$ cat src/rtl/tdl_pkg.sv
`timescale 1ns/1ps
package tdl_pkg;
  localparam int DATA_W  = 12;
  localparam int COEF_W  = 16;
  localparam int CADDR_W = 5;

  localparam int TAPS1  = 3;
  localparam int RATIO1 = 20;
  localparam int TAPS2  = 3;
  localparam int RATIO2 = 10;
  localparam int TAPS3  = 17;
  localparam int RATIO3 = 4;

  localparam int BASE2 = TAPS1;
  localparam int BASE3 = TAPS1 + TAPS2;
  localparam int TOTAL_RATIO = RATIO1 * RATIO2 * RATIO3;
  localparam int LATENCY = TAPS3 + 2;

  localparam int PH1_W = $clog2(RATIO1);
  localparam int PH2_W = $clog2(RATIO2);
  localparam int PH3_W = $clog2(RATIO3);
  localparam int IDX_W = $clog2(TAPS3);

  typedef struct packed {
    logic shift1;
    logic emit1;
    logic shift2;
    logic emit2;
    logic shift3;
    logic macStart;
    logic macStep;
    logic macLast;
    logic [IDX_W-1:0] macIdx;
  } tdl_strobe_t;
endpackage

$ cat src/rtl/tdl_round_sat.sv
`timescale 1ns/1ps
module tdl_round_sat #(
  parameter int AW   = 32,
  parameter int DW   = 12,
  parameter int FRAC = 15
) (
  input  logic signed [AW-1:0] accIn,
  output logic signed [DW-1:0] sampleOut
);
  localparam logic signed [AW:0] HALF = (AW+1)'(1) << (FRAC-1);
  localparam logic signed [AW:0] MAXV = (AW+1)'((2**(DW-1)) - 1);
  localparam logic signed [AW:0] MINV = ~MAXV;

  logic signed [AW:0] biased;
  logic signed [AW:0] scaled;

  always_comb begin
    biased = {accIn[AW-1], accIn} + HALF;
    scaled = biased >>> FRAC;
    if (scaled > MAXV)
      sampleOut = MAXV[DW-1:0];
    else if (scaled < MINV)
      sampleOut = MINV[DW-1:0];
    else
      sampleOut = scaled[DW-1:0];
  end
endmodule

$ cat src/rtl/tdl_fir_direct.sv
`timescale 1ns/1ps
module tdl_fir_direct #(
  parameter int TAPS = 3,
  parameter int DW   = 12,
  parameter int CW   = 16
) (
  input  logic                     clk,
  input  logic                     rst,
  input  logic                     clr,
  input  logic                     shift,
  input  logic                     emit,
  input  logic signed [DW-1:0]     sampleIn,
  input  logic [TAPS-1:0][CW-1:0]  coefs,
  output logic signed [DW-1:0]     yOut
);
  localparam int PW = DW + CW;
  localparam int AW = PW + $clog2(TAPS);

  logic signed [DW-1:0] hist [TAPS-1];
  logic signed [DW-1:0] win  [TAPS];
  logic signed [PW-1:0] prod [TAPS];
  logic signed [AW-1:0] acc;
  logic signed [DW-1:0] rounded;

  always_comb begin
    win[0] = sampleIn;
    for (int k = 1; k < TAPS; k++) win[k] = hist[k-1];
  end

  always_comb begin
    acc = '0;
    for (int k = 0; k < TAPS; k++) begin
      prod[k] = $signed(coefs[k]) * win[k];
      acc = acc + AW'(prod[k]);
    end
  end

  tdl_round_sat #(.AW(AW), .DW(DW), .FRAC(CW-1)) u_rs (
    .accIn(acc),
    .sampleOut(rounded)
  );

  always_ff @(posedge clk) begin
    if (rst || clr) begin
      for (int k = 0; k < TAPS-1; k++) hist[k] <= '0;
      yOut <= '0;
    end else begin
      if (shift) begin
        hist[0] <= sampleIn;
        for (int k = 1; k < TAPS-1; k++) hist[k] <= hist[k-1];
      end
      if (emit) yOut <= rounded;
    end
  end
endmodule

$ cat src/rtl/tdl_ctrl.sv
`timescale 1ns/1ps
module tdl_ctrl
  import tdl_pkg::*;
(
  input  logic        clk,
  input  logic        rst,
  input  logic        flush,
  input  logic        inValid,
  output tdl_strobe_t strobes,
  output logic        outValid
);
  logic [PH1_W-1:0] ph1;
  logic [PH2_W-1:0] ph2;
  logic [PH3_W-1:0] ph3;
  logic [IDX_W-1:0] idx;
  logic             busy;
  logic             v1;
  logic             v2;

  always_comb begin
    strobes.shift1   = inValid;
    strobes.emit1    = inValid && (ph1 == PH1_W'(RATIO1-1));
    strobes.shift2   = v1;
    strobes.emit2    = v1 && (ph2 == PH2_W'(RATIO2-1));
    strobes.shift3   = v2;
    strobes.macStart = v2 && (ph3 == PH3_W'(RATIO3-1));
    strobes.macStep  = busy;
    strobes.macLast  = busy && (idx == IDX_W'(TAPS3-1));
    strobes.macIdx   = idx;
  end

  always_ff @(posedge clk) begin
    if (rst || flush) begin
      ph1 <= '0; ph2 <= '0; ph3 <= '0;
      idx <= '0; busy <= 1'b0;
      v1 <= 1'b0; v2 <= 1'b0; outValid <= 1'b0;
    end else begin
      if (strobes.shift1) ph1 <= strobes.emit1 ? '0 : ph1 + 1'b1;
      if (strobes.shift2) ph2 <= strobes.emit2 ? '0 : ph2 + 1'b1;
      if (strobes.shift3) ph3 <= strobes.macStart ? '0 : ph3 + 1'b1;
      v1 <= strobes.emit1;
      v2 <= strobes.emit2;
      outValid <= strobes.macLast;
      if (strobes.macStart) begin
        busy <= 1'b1;
        idx  <= '0;
      end else if (strobes.macLast) begin
        busy <= 1'b0;
        idx  <= '0;
      end else if (busy) begin
        idx <= idx + 1'b1;
      end
    end
  end
endmodule

$ cat src/rtl/tdl_datapath.sv
`timescale 1ns/1ps
module tdl_datapath
  import tdl_pkg::*;
#(
  parameter int DW  = DATA_W,
  parameter int CW  = COEF_W,
  parameter int CAW = CADDR_W
) (
  input  logic                 clk,
  input  logic                 rst,
  input  logic                 flush,
  input  tdl_strobe_t          strobes,
  input  logic signed [DW-1:0] inData,
  input  logic                 coefWe,
  input  logic [CAW-1:0]       coefAddr,
  input  logic [CW-1:0]        coefData,
  output logic signed [DW-1:0] outData
);
  localparam int PW  = DW + CW;
  localparam int AW3 = PW + $clog2(TAPS3);

  logic [TAPS1-1:0][CW-1:0] coef1;
  logic [TAPS2-1:0][CW-1:0] coef2;
  logic signed [CW-1:0]     coef3 [TAPS3];

  logic signed [DW-1:0]  y1;
  logic signed [DW-1:0]  y2;
  logic signed [DW-1:0]  hist3 [TAPS3];
  logic signed [PW-1:0]  prod3;
  logic signed [AW3-1:0] acc3;
  logic signed [AW3-1:0] sum3;
  logic signed [DW-1:0]  rounded3;

  always_ff @(posedge clk) begin
    if (rst) begin
      coef1 <= '0;
      coef2 <= '0;
      for (int k = 0; k < TAPS3; k++) coef3[k] <= '0;
    end else if (coefWe) begin
      for (int k = 0; k < TAPS1; k++)
        if (coefAddr == CAW'(k)) coef1[k] <= coefData;
      for (int k = 0; k < TAPS2; k++)
        if (coefAddr == CAW'(BASE2 + k)) coef2[k] <= coefData;
      for (int k = 0; k < TAPS3; k++)
        if (coefAddr == CAW'(BASE3 + k)) coef3[k] <= coefData;
    end
  end

  tdl_fir_direct #(.TAPS(TAPS1), .DW(DW), .CW(CW)) u_stageA (
    .clk(clk), .rst(rst), .clr(flush),
    .shift(strobes.shift1), .emit(strobes.emit1),
    .sampleIn(inData), .coefs(coef1), .yOut(y1)
  );

  tdl_fir_direct #(.TAPS(TAPS2), .DW(DW), .CW(CW)) u_stageB (
    .clk(clk), .rst(rst), .clr(flush),
    .shift(strobes.shift2), .emit(strobes.emit2),
    .sampleIn(y1), .coefs(coef2), .yOut(y2)
  );

  always_comb begin
    prod3 = coef3[strobes.macIdx] * hist3[strobes.macIdx];
    sum3  = acc3 + AW3'(prod3);
  end

  tdl_round_sat #(.AW(AW3), .DW(DW), .FRAC(CW-1)) u_rs3 (
    .accIn(sum3),
    .sampleOut(rounded3)
  );

  always_ff @(posedge clk) begin
    if (rst || flush) begin
      for (int k = 0; k < TAPS3; k++) hist3[k] <= '0;
      acc3    <= '0;
      outData <= '0;
    end else begin
      if (strobes.shift3) begin
        hist3[0] <= y2;
        for (int k = 1; k < TAPS3; k++) hist3[k] <= hist3[k-1];
      end
      if (strobes.macStart) acc3 <= '0;
      else if (strobes.macStep) acc3 <= sum3;
      if (strobes.macLast) outData <= rounded3;
    end
  end
endmodule

$ cat src/rtl/tri_decim_lpf.sv
`timescale 1ns/1ps
module tri_decim_lpf
  import tdl_pkg::*;
#(
  parameter int DW  = DATA_W,
  parameter int CW  = COEF_W,
  parameter int CAW = CADDR_W
) (
  input  logic                 clk,
  input  logic                 rst,
  input  logic                 flush,
  input  logic                 inValid,
  input  logic signed [DW-1:0] inData,
  input  logic                 coefWe,
  input  logic [CAW-1:0]       coefAddr,
  input  logic [CW-1:0]        coefData,
  output logic                 outValid,
  output logic signed [DW-1:0] outData
);
  tdl_strobe_t strobes;

  tdl_ctrl u_ctrl (
    .clk(clk), .rst(rst), .flush(flush), .inValid(inValid),
    .strobes(strobes), .outValid(outValid)
  );

  tdl_datapath #(.DW(DW), .CW(CW), .CAW(CAW)) u_dp (
    .clk(clk), .rst(rst), .flush(flush), .strobes(strobes),
    .inData(inData), .coefWe(coefWe), .coefAddr(coefAddr),
    .coefData(coefData), .outData(outData)
  );
endmodule

$ cat config.mk
export PLATFORM = sky130hd
export DESIGN_NAME = tri_decim_lpf
export DESIGN_NICKNAME = d
export VERILOG_FILES = /design/src/rtl/tdl_pkg.sv /design/src/rtl/tdl_round_sat.sv /design/src/rtl/tdl_fir_direct.sv /design/src/rtl/tdl_ctrl.sv /design/src/rtl/tdl_datapath.sv /design/src/rtl/tri_decim_lpf.sv
export SDC_FILE = /design/constraint.sdc
export NUM_CORES = 2
export LEC_CHECK = 0
export BUFFER_PORTS_ARGS = -buffer_cell sky130_fd_sc_hd__buf_2
export CAP_MARGIN = 30
export CELL_PAD_IN_SITES_DETAIL_PLACEMENT = 1
export CELL_PAD_IN_SITES_GLOBAL_PLACEMENT = 1
export CORE_MARGIN = 2
export CORE_UTILIZATION = 55
export CTS_BUF_LIST = sky130_fd_sc_hd__clkbuf_16
export DETAILED_ROUTE_END_ITERATION = 8
export GPL_ROUTABILITY_DRIVEN = 0
export PLACE_DENSITY = 0.82
export SYNTH_ARGS = -nofsm -noshare
export SYNTH_HDL_FRONTEND = slang
export SYNTH_SLANG_ARGS = --single-unit
export TNS_END_PERCENT = 10
$ cat constraint.sdc
create_clock -name clk -period 12.9 [get_ports clk]
set_input_delay 1.935 -clock clk [delete_from_list [all_inputs] [get_ports clk]]
set_output_delay 1.935 -clock clk [all_outputs]
set_load 0.01 [all_outputs]
Yosys cells after proc, flatten, opt, wreduce, memory -nomap -nowiden
Memory sizes are Yosys's and may differ from the RTL's. A register that Yosys moved wholly into a read port is not among the register bits. Index checks and enable logic that the tools add are counted.

Memories: 4. Logic and storage cells: 260. Flip-flop bits (word level): 185. Bits in writable memories: 524.

Add/subtract/negate cells: 12. Multipliers: 7. Mux-type cells: 134. Equality and inequality tests: 26. $lt $le $gt $ge: 6. Reduce and logical (&&, ||, !) cells: 15. Bitwise gates (word level): 38.

Memory list: u_dp.coef3 (depth 17, bits a word 16, read ports 1, clocked after Yosys merged registers in 1, write ports 17, line tdl_datapath.sv:24) `logic signed [CW-1:0] coef3 [TAPS3];`; u_dp.hist3 (depth 17, bits a word 12, read ports 17, clocked after Yosys merged registers in 1, write ports 17, line tdl_datapath.sv:28) `logic signed [DW-1:0] hist3 [TAPS3];`; u_dp.u_stageA.hist (depth 2, bits a word 12, read ports 2, clocked after Yosys merged registers in 0, write ports 2, line tdl_fir_direct.sv:19) `logic signed [DW-1:0] hist [TAPS-1];`; u_dp.u_stageB.hist (depth 2, bits a word 12, read ports 2, clocked after Yosys merged registers in 0, write ports 2, line tdl_fir_direct.sv:19).

Operators with widths (number): two-way mux 12 bit (27); two-way mux 16 bit (17); multiplier 16 x 12 -> 28 bit (7); two-way mux 1 bit (83); adder 30 x 16 -> 31 bit (second input constant) (2); adder 29 x 28 -> 30 bit (2); adder 28 x 28 -> 29 bit (2); equality test 5 bit (second input constant) (9); equality test 5 x 4 -> 1 bit (second input constant) (8); OR 1 bit (38); adder 33 x 16 -> 34 bit (second input constant) (1); adder 33 x 28 -> 33 bit (1); > comparator 16 x 12 -> 1 bit (second input constant) (2); less-than comparator 16 x 12 -> 1 bit (second input constant) (2); two-way mux 5 bit (5); equality test 5 x 3 -> 1 bit (second input constant) (4); > comparator 19 x 12 -> 1 bit (second input constant) (1); less-than comparator 19 x 12 -> 1 bit (second input constant) (1); AND reduction 2 bit (6); adder 5 x 1 -> 5 bit (second input constant) (2); equality test 5 x 2 -> 1 bit (second input constant) (2); equality test 5 x 1 -> 1 bit (second input constant) (1); logical NOT 5 bit (1); adder 4 x 1 -> 4 bit (second input constant) (1); 10 further kinds (13).

Longest topological paths before layout
Word-level depth: 7. Gate-level depth with buffers: 35.

Hierarchy
A second synthesis with hierarchy kept.

Cells, all modules: 7541. Area, all modules: 81353.0 um^2.

Modules (own cells, without submodules): tdl_datapath (area an instance 33130.5 um^2, times used 1, seq. area each 17116.4 um^2, cells each 2467); tdl_fir_direct (u_dp.u_stageA) (area an instance 22825.6 um^2, times used 1, seq. area each 960.9 um^2, cells each 2374); tdl_fir_direct (u_dp.u_stageB) (area an instance 22776.8 um^2, times used 1, seq. area each 960.9 um^2, cells each 2368); tdl_ctrl (area an instance 943.4 um^2, times used 1, seq. area each 400.4 um^2, cells each 98); tdl_round_sat (u_dp.u_stageB.u_rs) (area an instance 594.3 um^2, times used 1, seq. area each 0.0 um^2, cells each 90); tdl_round_sat (u_dp.u_rs3) (area an instance 573.0 um^2, times used 1, seq. area each 0.0 um^2, cells each 75); tdl_round_sat (u_dp.u_stageA.u_rs) (area an instance 509.2 um^2, times used 1, seq. area each 0.0 um^2, cells each 69).

Least setup slack after synthesis
No wires, ideal clock.

Kind: input to register. From: in inData[0]. To: reg u_dp.u_stageA.yOut[10]. Data required time: 12.778 ns. Data arrival time: 9.030 ns. Setup slack: 3.749 ns. Cell stages on the path: 29. Path buffers: 3. Path through: clkbuf_1 -> clkbuf_1 -> nand2_1 -> fa_1 -> fa_1 -> inv_1 -> fa_1 -> inv_1 -> fa_1 -> inv_1 -> fa_1 -> inv_1 -> fa_1 -> fa_1 -> inv_1 -> fa_1 -> ha_1 -> a211oi_1 -> o21ai_0 -> a211oi_1 -> a21oi_1 -> nor3_1 -> a21oi_1 -> mux2_2 -> nor3_1 -> o21ai_0 -> a21oi_1 -> buf_2 -> a21oi_1.

Cells in the longest elaborated chain, start to end: 7. Elaborated cells between the ends (all ways): 8. Those cells by class: add/sub (3); mul (1); order compare (2); mux (2).

Ends and longest elaborated chain: start, declared (line tri_decim_lpf.sv:13) `input logic signed [DW-1:0] inData,`; multiplier 16 x 12 -> 28 bit (*) (line tdl_fir_direct.sv:33) `prod[k] = $signed(coefs[k]) * win[k];`; adder 28 x 28 -> 29 bit (*) (line tdl_fir_direct.sv:34) `acc = acc + AW'(prod[k]);`; adder 29 x 28 -> 30 bit (*) (line tdl_fir_direct.sv:34); adder 30 x 16 -> 31 bit (*) (line tdl_round_sat.sv:18) `biased = {accIn[AW-1], accIn} + HALF;`; less-than comparator 16 x 12 -> 1 bit (line tdl_round_sat.sv:22) `else if (scaled < MINV)`; two-way mux 12 bit (line tdl_round_sat.sv:22); two-way mux 12 bit (*) (line tdl_round_sat.sv:20) `if (scaled > MAXV)`; end signal, assigned (line tdl_fir_direct.sv:52) `if (emit) yOut <= rounded;`; end, declared (line tdl_fir_direct.sv:14) `output logic signed [DW-1:0] yOut`.

Mark *: on every way between the ends. The rest lies on a longest branch, timed or not. A chain may end at the register's enable or synchronous reset.

==> out/metrics.cfg <==
[min_path]
timing.hold.worst.class = register to register
min_delay_worst_endpoint = u_dp.outData[11]
timing.hold.worst_path_depth = 2
launch_point_of_the_worst_hold_path = u_dp.outData[11]

[pwr]
power.share.switching_pct = 38.1
p_seq_share_pct = 33.6
power.net_switching_mw = 3.02
power_frac_clock_pct = 30.4
power.density_cell_area_mw_per_mm2 = 94.1
irDropWorstVdd_v = 0.000117
intPower_mw = 4.90
cellLeakagePower_nw = 36.1
comb_power_share_pct = 36.0

[global_route]
grt_start_max_net_pins = 129
grt_util_all_layers_pct = 34.0
globalRouteOverflowTotal = 0
number_of_antenna_violations_at_the_first_check_in_global_routing = 22
grt_pass1_wl_um = 377000
grt_pass1_vias = 63600

[setup_path]
worst_path_arrival_time_ns = 11.11
timing.critical_path.from_type = register
setup.worst_path.class = register to register
cp-end-kind = register
rr_worst_depth = 23
r2r-end = u_dp.outData[4]
r2r_setup_slack_ns = 2.38
cp_max_fo = 38
worstPathRequired_ns = 13.49

[job]
cap_violations = 0

[yosys]
async_reset_ff_share_pct = 0
netlist.area_leader.share_pct = 39.0
adder_cell_share_of_the_synthesized_area_pct = 44.5
synth.yosys.seq_area_share_pct = 24.7
synth.yosys.warnings = 0
yosys.area.top_type = sky130_fd_sc_hd__fa_1
synth_most_common_cell = sky130_fd_sc_hd__fa_1
avgSynthCellArea_um2 = 10.9
synth_top_family_by_area = adder cells
synth_simple_gate_area_share_pct = 12.8
muxShareOfSynthArea_pct = 4.88
mappedNetlistArea_mm2 = 0.0792
synth.ff_latch_count = 714
synth-compound-area-share_pct = 3.10
synth-main-ff-cell = sky130_fd_sc_hd__edfxtp_1
post_synth_most_frequent_cells = sky130_fd_sc_hd__fa_1 (1,543), sky130_fd_sc_hd__inv_1 (1,491), sky130_fd_sc_hd__nand2_1 (1,086)
number_of_enable_type_register_cells_in_the_synthesized_netlist = 524
dominant_cells_by_area_after_synthesis = sky130_fd_sc_hd__fa_1 (39%), sky130_fd_sc_hd__edfxtp_1 (20%), sky130_fd_sc_hd__inv_1 (7.1%)
netlist_instances = 7298
synthesis.nets = 9229
ys_types = 86
post_synth_xor_area_fraction_pct = 1.18

[floorplan]
initial_cell_density_of_the_core_pct = 55.3
placeable_core_area_mm2 = 0.143
fp.dieArea_mm2 = 0.147
die_height_um = 384
floorplan.io_pins = 51
rows = 139
width_of_the_die_um = 384

[layout]
sequential_area_mm2 = 0.0196
num-fill-cells = 15100
area_delta_synth_final_pct = 6.15
multi_input_comb_area_mm2 = 0.0528
stdcell_area_mm2 = 0.0841
drive_above_1_share_pct = 6.40
layout.nets = 9068

[timing]
timing.clock.skew_ns = 0.0557
report.final.slew_viol_count = 0
slew_headroom_pct = 24.2
finalSetupViolCount = 0
min_period_over_period_pct = 81.5
finalWorstPathRequiredPeriod_ns = 10.52
hold_viol = 0
setup_total_negative_slack_ns = 0
rsz0062_at_grt = false
tightest_slew_ns = 1.14
timing.fmax_mhz = 95.1

[routing]
wirelength_met1_um = 88400
drt_pass1_iterations = 7
vias = 54400
top_signal_layer_used = met5
detail-route-antenna-nets = 0
wl_per_cell_um = 26.6
route.detailed.vias_per_inst = 5.96
detailroute.wirelength.met3_um = 18500
remaining_drc_errors = 0
postRouteWirelength_um = 242000
drt_iter0_markers = 4499
route.met2.wl_um = 122000

[clock_network]
htree_num_levels = 3
post_cts_buffers = 0
cts.root.buffer_cell = sky130_fd_sc_hd__clkbuf_16
postCtsResizedCells = 0
tritoncts.num_buffers = 84
insertion_delay_ns = 0.74
post_cts_hold_buffer_count = 0
path_clk_slew_ns = 0.06
clock_tree_from_tritoncts = yes
cts.sinks = 714
max-clock-path-buffers = 3

[placed_design]
number_of_i_o_port_buffers = 50
placed_area_mm2 = 0.0812
detailed_place_hpwl_um = 184000

[outcome]
outcome = completed

state kept, by name (all words and copies together) (netlist names), named ones only:
| signal | flops |
|---|---|
| u_ctrl.ph1 | 5 |
| u_dp.u_stageA.hist | 24 |
| u_dp.coef2 | 48 |
| u_ctrl.v1 | 1 |
| u_dp.coef3 | 272 |
| u_ctrl.v2 | 1 |
| u_dp.u_stageA.yOut | 12 |
| u_ctrl.ph2 | 4 |
| u_dp.coef1 | 48 |
| u_dp.outData | 12 |
| u_ctrl.ph3 | 2 |
| u_dp.hist3 | 204 |
| u_ctrl.outValid | 1 |
| u_dp.u_stageB.hist | 24 |
| u_dp.acc3 | 33 |
| u_dp.u_stageB.yOut | 12 |
| u_ctrl.busy | 1 |
| u_ctrl.idx | 5 |
power by group through the flow:
| stage | Clock, mW | Combinational (mW) | Sequential, mW |
|---|---|---|---|
| global placement | 0 | 2.61 | 2.68 |
| floorplan | 0 | 2.00 | 2.64 |
| CTS | 2.41 | 2.82 | 2.66 |
| global route | 2.49 | 3.14 | 2.67 |
| finish | 2.40 | 2.85 | 2.66 |
| detailed placement | 0 | 2.78 | 2.70 |
worst max-delay path by stage:
stage	from	end	slack (ns)	depth (start not counted)
floorplan	inData[0]	u_dp.u_stageA.yOut[10]	3.75	29
global placement	inData[0]	u_dp.u_stageA.yOut[10]	2.61	27
detailed placement	inData[0]	u_dp.u_stageA.yOut[4]	2.16	27
CTS	register	u_dp.outData[2]	2.53	23
global route	register	u_dp.outData[4]	1.83	23
finish	register	u_dp.outData[4]	2.38	23
critical path, stage by stage (launching register included):
cell                       delay [ns]
sky130_fd_sc_hd__dfxtp_4         0.91
sky130_fd_sc_hd__buf_4           0.54
sky130_fd_sc_hd__mux4_2          0.60
sky130_fd_sc_hd__mux4_2          0.48
sky130_fd_sc_hd__mux2i_1         0.25
sky130_fd_sc_hd__buf_4           0.32
sky130_fd_sc_hd__nand2b_1        0.17
sky130_fd_sc_hd__fa_1            0.43
sky130_fd_sc_hd__inv_1           0.59
sky130_fd_sc_hd__fa_1            0.60
sky130_fd_sc_hd__fa_1            0.53
sky130_fd_sc_hd__fa_1            0.59
sky130_fd_sc_hd__fa_1            0.44
sky130_fd_sc_hd__ha_1            0.31
sky130_fd_sc_hd__ha_1            0.41
sky130_fd_sc_hd__nand2_1         0.17
sky130_fd_sc_hd__o21ai_0         0.51
sky130_fd_sc_hd__o21bai_1        0.25
sky130_fd_sc_hd__o22a_1          0.30
sky130_fd_sc_hd__nand4b_2        0.24
sky130_fd_sc_hd__nor4_1          0.65
sky130_fd_sc_hd__nand3_1         0.21
sky130_fd_sc_hd__o211ai_2        0.63
sky130_fd_sc_hd__nand3_1         0.16
stage by stage:
step / utilization [%] / worst slack (ns) / total power, mW / cells / hold slack (ns)
after floorplan: - / 3.75 / 4.64 / 7298 / 0.451
after global placement: 56.4 / 2.61 / 5.29 / 8930 / 0.468
after detailed placement: 56.7 / 2.16 / 5.48 / 8949 / 0.488
after CTS: 58.6 / 2.53 / 7.89 / 9104 / 0.498
after global routing: 58.7 / 1.83 / 8.30 / 9109 / 0.522
final: 58.7 / 2.38 / 7.92 / 9116 / 0.489
metal layers:
layer | track usage [%] | vias to the layer above
met1 | 41.9 | 29000
met3 | 6.58 | 773
met2 | 57.8 | 2445
met5 | 0 | -
met4 | 16.2 | 28
li1 | - | 22200
final cells by class:
class	instances	area share [%]
well taps	1903	2.83
clock buffers	87	2.59
multi-input cells	4728	62.7
inverters	1491	6.65
clock inverters	68	0.669
flip-flops and latches	714	23.2
repair buffers	118	1.28
diodes	7	0.0208
cells in the final DEF (no fill, tap or decap), types with 13 or more instances in the layout:
| cell | synthesis | layout |
|---|---|---|
| sky130_fd_sc_hd__buf_4 | 0 | 46 |
| sky130_fd_sc_hd__o21ai_0 | 61 | 61 |
| sky130_fd_sc_hd__a31oi_1 | 18 | 18 |
| sky130_fd_sc_hd__buf_16 | 0 | 13 |
| sky130_fd_sc_hd__a21oi_1 | 178 | 178 |
| sky130_fd_sc_hd__xnor2_1 | 69 | 69 |
| sky130_fd_sc_hd__mux2_2 | 21 | 21 |
| sky130_fd_sc_hd__and3_1 | 271 | 271 |
| sky130_fd_sc_hd__nor2_1 | 196 | 194 |
| sky130_fd_sc_hd__inv_1 | 1491 | 1508 |
| sky130_fd_sc_hd__nor3_1 | 31 | 29 |
| sky130_fd_sc_hd__clkbuf_16 | 0 | 87 |
| sky130_fd_sc_hd__ha_1 | 350 | 350 |
| sky130_fd_sc_hd__nor2b_1 | 20 | 20 |
| sky130_fd_sc_hd__buf_2 | 12 | 52 |
| sky130_fd_sc_hd__a21o_1 | 29 | 29 |
| sky130_fd_sc_hd__clkinv_1 | 0 | 16 |
| sky130_fd_sc_hd__dfxtp_1 | 190 | 183 |
| sky130_fd_sc_hd__xor2_1 | 33 | 33 |
| sky130_fd_sc_hd__a211oi_1 | 16 | 15 |
| sky130_fd_sc_hd__fa_1 | 1543 | 1543 |
| sky130_fd_sc_hd__and2_1 | 337 | 337 |
| sky130_fd_sc_hd__nand2_1 | 1086 | 1085 |
| sky130_fd_sc_hd__mux2i_1 | 48 | 47 |
| sky130_fd_sc_hd__nand3_1 | 19 | 19 |
| sky130_fd_sc_hd__nand2b_1 | 108 | 108 |
| sky130_fd_sc_hd__mux4_2 | 140 | 140 |
| sky130_fd_sc_hd__edfxtp_1 | 524 | 524 |
logic make-up (layout without fill, tap and decap cells):
family / Yosys count / count (layout)
adders and majority gates: 1893 / 1893
AOI/OAI and AO/OA: 392 / 392
and+or+nand+nor: 2130 / 2130
DFF: 714 / 714
buffers and inverters: 1856 / 1764
other: 0 / 7
xor gates and xnor gates: 104 / 104
muxes: 209 / 209
(Power assumes the default switching activity.)
